<file path="config.mk">
export PLATFORM = sky130hd
export DESIGN_NAME = quick_step_unit
export DESIGN_NICKNAME = d
export VERILOG_FILES = /design/src/rtl/quick_step_pkg.sv /design/src/rtl/quick_step_amount.sv /design/src/rtl/quick_step_arith.sv /design/src/rtl/quick_step_flags.sv /design/src/rtl/quick_step_unit.sv
export SDC_FILE = /design/constraint.sdc
export NUM_CORES = 1
export LEC_CHECK = 0
export BUFFER_PORTS_ARGS = -buffer_cell sky130_fd_sc_hd__buf_2
export CORE_ASPECT_RATIO = 1.5
export CORE_MARGIN = 1.5
export CORE_UTILIZATION = 49
export DETAILED_ROUTE_END_ITERATION = 8
export PLACE_DENSITY = 0.86
export SYNTH_ARGS = -nofsm -noshare
export SYNTH_HDL_FRONTEND = slang
export SYNTH_HIERARCHICAL = 1
export SYNTH_SLANG_ARGS = --single-unit
</file>
<file path="constraint.sdc">
create_clock -name clk -period 2.7 [get_ports clk]
set_input_delay 0.135 -clock clk [delete_from_list [all_inputs] [get_ports clk]]
set_output_delay 0.135 -clock clk [all_outputs]
set_load 0.005 [all_outputs]
</file>
<file path="src/rtl/quick_step_pkg.sv">
package quick_step_pkg;
  localparam int FLAG_W = 6;
  localparam int F_S = 5;
  localparam int F_Z = 4;
  localparam int F_H = 3;
  localparam int F_V = 2;
  localparam int F_N = 1;
  localparam int F_C = 0;

  typedef struct packed {
    logic s;
    logic z;
    logic h;
    logic v;
    logic n;
    logic c;
  } step_flags_t;
endpackage

</file>
<file path="src/rtl/quick_step_amount.sv">
module quick_step_amount #(
  parameter int IMM_W = 3,
  localparam int AMT_W = IMM_W + 1
) (
  input  logic [IMM_W-1:0] code,
  output logic [AMT_W-1:0] amount
);
  always_comb begin
    if (code == '0) amount = AMT_W'(1 << IMM_W);
    else            amount = AMT_W'(code);
  end
endmodule

</file>
<file path="src/rtl/quick_step_arith.sv">
module quick_step_arith #(
  parameter int DATA_W = 16,
  parameter int BYTE_W = 8,
  parameter int AMT_W  = 4,
  localparam int NIB_W = 4
) (
  input  logic [DATA_W-1:0] operand,
  input  logic [AMT_W-1:0]  amount,
  input  logic              dec_mode,
  input  logic              word_mode,
  output logic [DATA_W-1:0] result,
  output logic              sign_old,
  output logic              sign_new,
  output logic              is_zero,
  output logic              half
);
  logic [DATA_W-1:0] amt_ext;
  logic [DATA_W-1:0] full;
  logic [BYTE_W-1:0] narrow;
  logic [NIB_W:0]    nib_sum;
  logic [NIB_W-1:0]  nib;

  always_comb begin
    amt_ext = DATA_W'(amount);
    full    = dec_mode ? (operand - amt_ext) : (operand + amt_ext);
    narrow  = full[BYTE_W-1:0];
    result  = word_mode ? full : DATA_W'(narrow);
  end

  always_comb begin
    sign_old = word_mode ? operand[DATA_W-1] : operand[BYTE_W-1];
    sign_new = word_mode ? full[DATA_W-1]    : narrow[BYTE_W-1];
    is_zero  = word_mode ? (full == '0)      : (narrow == '0);
  end

  always_comb begin
    nib     = operand[NIB_W-1:0];
    nib_sum = (NIB_W+1)'(nib) + (NIB_W+1)'(amount);
    if (dec_mode) half = ((NIB_W+1)'(nib) < (NIB_W+1)'(amount));
    else          half = (nib_sum > (NIB_W+1)'({NIB_W{1'b1}}));
  end
endmodule

</file>
<file path="src/rtl/quick_step_flags.sv">
module quick_step_flags
  import quick_step_pkg::*;
(
  input  logic        dec_mode,
  input  logic        sign_old,
  input  logic        sign_new,
  input  logic        is_zero,
  input  logic        half,
  input  logic        carry_in,
  output step_flags_t flags
);
  always_comb begin
    flags.s = sign_new;
    flags.z = is_zero;
    flags.h = half;
    flags.n = dec_mode;
    flags.c = carry_in;
    if (dec_mode) flags.v = sign_old & ~sign_new;
    else          flags.v = ~sign_old & sign_new;
  end
endmodule

</file>
<file path="src/rtl/quick_step_unit.sv">
module quick_step_unit
  import quick_step_pkg::*;
#(
  parameter int DATA_W = 16,
  parameter int BYTE_W = 8,
  parameter int IMM_W  = 3,
  parameter int CYC_W  = 4,
  parameter int COST   = 6,
  localparam int AMT_W = IMM_W + 1
) (
  input  logic              clk,
  input  logic              rst,
  input  logic              in_valid,
  input  logic [IMM_W-1:0]  step_code,
  input  logic              word_mode,
  input  logic              dec_mode,
  input  logic [DATA_W-1:0] operand,
  input  logic [FLAG_W-1:0] flags_in,
  output logic              out_valid,
  output logic [DATA_W-1:0] wb_data,
  output logic [FLAG_W-1:0] flags_out,
  output logic [CYC_W-1:0]  cost_out
);
  logic [AMT_W-1:0]  amount;
  logic [DATA_W-1:0] result;
  logic              sign_old, sign_new, is_zero, half;
  step_flags_t       next_flags;

  quick_step_amount #(.IMM_W(IMM_W)) u_amount (
    .code   (step_code),
    .amount (amount)
  );

  quick_step_arith #(.DATA_W(DATA_W), .BYTE_W(BYTE_W), .AMT_W(AMT_W)) u_arith (
    .operand   (operand),
    .amount    (amount),
    .dec_mode  (dec_mode),
    .word_mode (word_mode),
    .result    (result),
    .sign_old  (sign_old),
    .sign_new  (sign_new),
    .is_zero   (is_zero),
    .half      (half)
  );

  quick_step_flags u_flags (
    .dec_mode (dec_mode),
    .sign_old (sign_old),
    .sign_new (sign_new),
    .is_zero  (is_zero),
    .half     (half),
    .carry_in (flags_in[F_C]),
    .flags    (next_flags)
  );

  always_ff @(posedge clk) begin
    if (rst) begin
      out_valid <= 1'b0;
      wb_data   <= '0;
      flags_out <= '0;
      cost_out  <= '0;
    end else begin
      out_valid <= in_valid;
      if (in_valid) begin
        wb_data   <= result;
        flags_out <= next_flags;
        cost_out  <= CYC_W'(COST);
      end
    end
  end
endmodule

</file>
==> impl_metrics.toml <==
[status]
status = "complete, but fails checks"
violations = "setup timing"

[timing]
fin_setup_tns_ps = -0.806
setup_viol = 1
grt_setup_unrepaired = "true"
fin_skew_ps = 0
max-slew-margin-rel_pct = 54.4
final_hold_viol_count = 0
drv_slew = 0
clock.fmax_ghz = 0.370
final.setup.worst_slack_ps = -0.806
period_share_pct = 100
finalCriticalPeriod_ps = 2700
holdWs_ps = 111
worst_pin_slew_ps = 684

[clock_network]
clock_latency_ps = 260
cts.sinks = 24
root_buffer = "clkbuf_8"
clkTransAtPathRegs_ps = 80
cts_buffers = 3
htreeDepth = 1
cts_tree = "built"
clk_path_buf_depth = 2
ctsHoldBuffers = 0

[layout]
finalNonFillerCells = 426
design_area_um2 = 3190
syn2layout_area_growth_pct = 39.1
nets = 435
drive_gt1_share_pct = 42.9
antenna_cells = 0

[die]
rows = 30
chipWidth_um = 58.8
pin_count = 57
die_area_um2 = 5100
core-area_um2 = 4500
die_y_um = 86.7
start_util_pct = 50.8

[placed_design]
post_dp_cell_area_um2 = 2930
portBuffers = 49
dp_cells = 413
place.gp.congestion = 0.978
hpwl_um = 5120

[synth]
ys_types = 58
syn-mean-instance-area_um2 = 8.36
synth_seq_cells = 24
synth_top_area_cell = "dfxtp_1"
synth_top_flop_cell = "dfxtp_1"
synth.top_cell.area_share_pct = 21.0
synth_seq_area_share_pct = 21.0
synth_edf_count = 0
netlist_area_um2 = 2290
synth_area_leaders = "dfxtp_1, ha_1, mux2i_1"
async_flop_share_pct = 0
synth_cells = 274
ys_warn_count = 6

[drt]
wl_per_cell_um = 15.4
route.detailed.drc = 0
via_count = 2399
first_iter_violations = 81
ant_nets = 0
viasPerCell = 5.63
wl_um = 6570
dr.pass1.iters = 4

[power_and_ir_drop]
power_switching_mw = 0.473
p_int_mw = 0.945
pwr-share-clk_pct = 21.4
leakagePower_nw = 1.61
ir_drop_v = 0.000473
sw_frac_of_total_pct = 33.3
combPwrFrac_pct = 50.3
powerDensity_nw_per_um2 = 445
pwr-share-seq_pct = 28.3

[critical_path]
cp_max_fo = 4
crit_required_ps = 2900
cpPeakStageDelay_ps = 330
crit_arrival_ps = 2900
endpoint_kind = "flip-flop"
crit_type = "in -> reg"
slowest_stage = "o311a_4"
startpoint_type = "primary input"
crit_chain = "buf_8, nor3_4, inv_2, ha_4, mux2i_1, ha_1, o21ai_2, a21oi_2, buf_4, o311a_4, a221oi_2, xor2_1, o2111ai_1, o21ai_1, mux2i_1, nor2_1"
cpMostUsedCell = "mux2i_1"

[grt]
antenna_found_initial = 0
grt_busiest_layer = "met2"
overflow = 0
grt_usage_pct = 26.6
met1_usage_pct = 28.7
grt_pass1_wl_um = 10600
grt_pass1_vias = 2522
met3_usage_pct = 2.99
grt_max_degree = 25
grtUsageMet2_pct = 47.6

[job]
maxCapViolations = 0

[hold_path]
hold_path_class = "in -> reg"
## stage by stage
stage	power (mW)	utilization, %	setup slack (ps)
floorplan	0.798	-	14.9
global placement	1.03	65.0	-221
detailed placement	1.05	65.0	-320
CTS	1.39	68.9	-7.16
global route	1.51	70.7	-123
finish	1.42	70.7	-0.806
## worst paths after layout
| kind | from | end | slack (ps) | cells past startpoint |
|---|---|---|---|---|
| hold / removal | flags_in[0] | flags_out[0] | 110 | 3 |
| setup reg to reg | wb_data[5] | wb_data[5] | 2050 | 2 |
| hold reg to reg | wb_data[13] | wb_data[13] | 500 | 2 |
| setup / recovery | step_code[0] | flags_out[4] | -0.8 | 16 |
## state kept, by name (all words and copies together) (netlist names)
register   count
flags_out      6
out_valid      1
cost_out       1
wb_data       16
## synthesized netlist by cell type, drive strengths merged (3+ instances only)
cell     instances
a211oi           3
ha              24
a21o             7
xnor2            4
nor2            45
buf             16
xor2             4
o2111ai          3
o21a             5
and3             6
o21ai           13
and2             3
clkbuf           5
nand2            9
a21oi           12
nor3             8
nand2b           5
nand3            6
a221oi           3
inv             14
dfxtp           24
mux2i           25
## power groups by stage
stage	combinational [mW]	sequential (mW)	clock [mW]
finish	0.713	0.401	0.303
global placement	0.625	0.409	0
global route	0.773	0.405	0.328
CTS	0.674	0.401	0.312
detailed placement	0.644	0.409	0
floorplan	0.387	0.411	0
## routing by layer
layer	part of all wire [%]	up-vias
li1	-	1172
met1	39	1131
met2	53	76
met3	3.3	20
met4	4.1	0
met5	0	-
## cells in the final DEF (no fill, tap or decap), drive strengths merged, types with 3 or more instances in the layout
master   synthesis  layout
ha              24      24
inv             14      14
a21oi           12      12
and3             6       6
dfxtp           24      24
xnor2            4       4
buf             16     120
mux2i           25      25
a21o             7       7
clkbuf           5       3
o21ai           13      13
nor3             8       8
nor2            45      45
nand2b           5       5
o21a             5       5
a211oi           3       3
nand2            9       9
a221oi           3       3
xor2             4       4
and2             3       3
nand3            6       6
o2111ai          3       3
## logic make-up (layout without fill, tap and decap cells)
kind of cell / count (synthesis) / in the layout / synth area share (%)
fa+ha+maj: 26 / 26 / 14.9
buf+inv: 35 / 138 / 9.34
simple gates: 96 / 96 / 21.0
other cells: 1 / 2 / 0.164
mux: 27 / 27 / 11.9
compound gates: 57 / 57 / 18.7
flops: 24 / 24 / 21.0
xor+xnor: 8 / 8 / 3.06
## cell type report
class                   count  area (um^2)
fillers                   352         1320
clock buffers               3         41.3
flip-flops and latches     24          480
repair buffers            120          805
clock inverters             1         30.0
multi-input cells         216         1720
well taps                  48         60.1
inverters                  14         52.6
## worst max-delay path, delay by kind of cell
kind,cells,cell delay (ps)
AO/OA/AOI/OAI,6,1100
multiplexers,2,210
adder cells (fa/ha/maj),2,520
XOR/XNOR,1,280
AND/OR/NAND/NOR,2,310
buffers and inverters,3,330
## repair_timing
item                       in CTS  in global routing
gates cloned                    0                  0
setup buffers                   5                  4
pin swaps                       9                 21
setup endpoints to repair       1                  5
resized for setup              15                 13
Power figures use the tool's default switching activity.
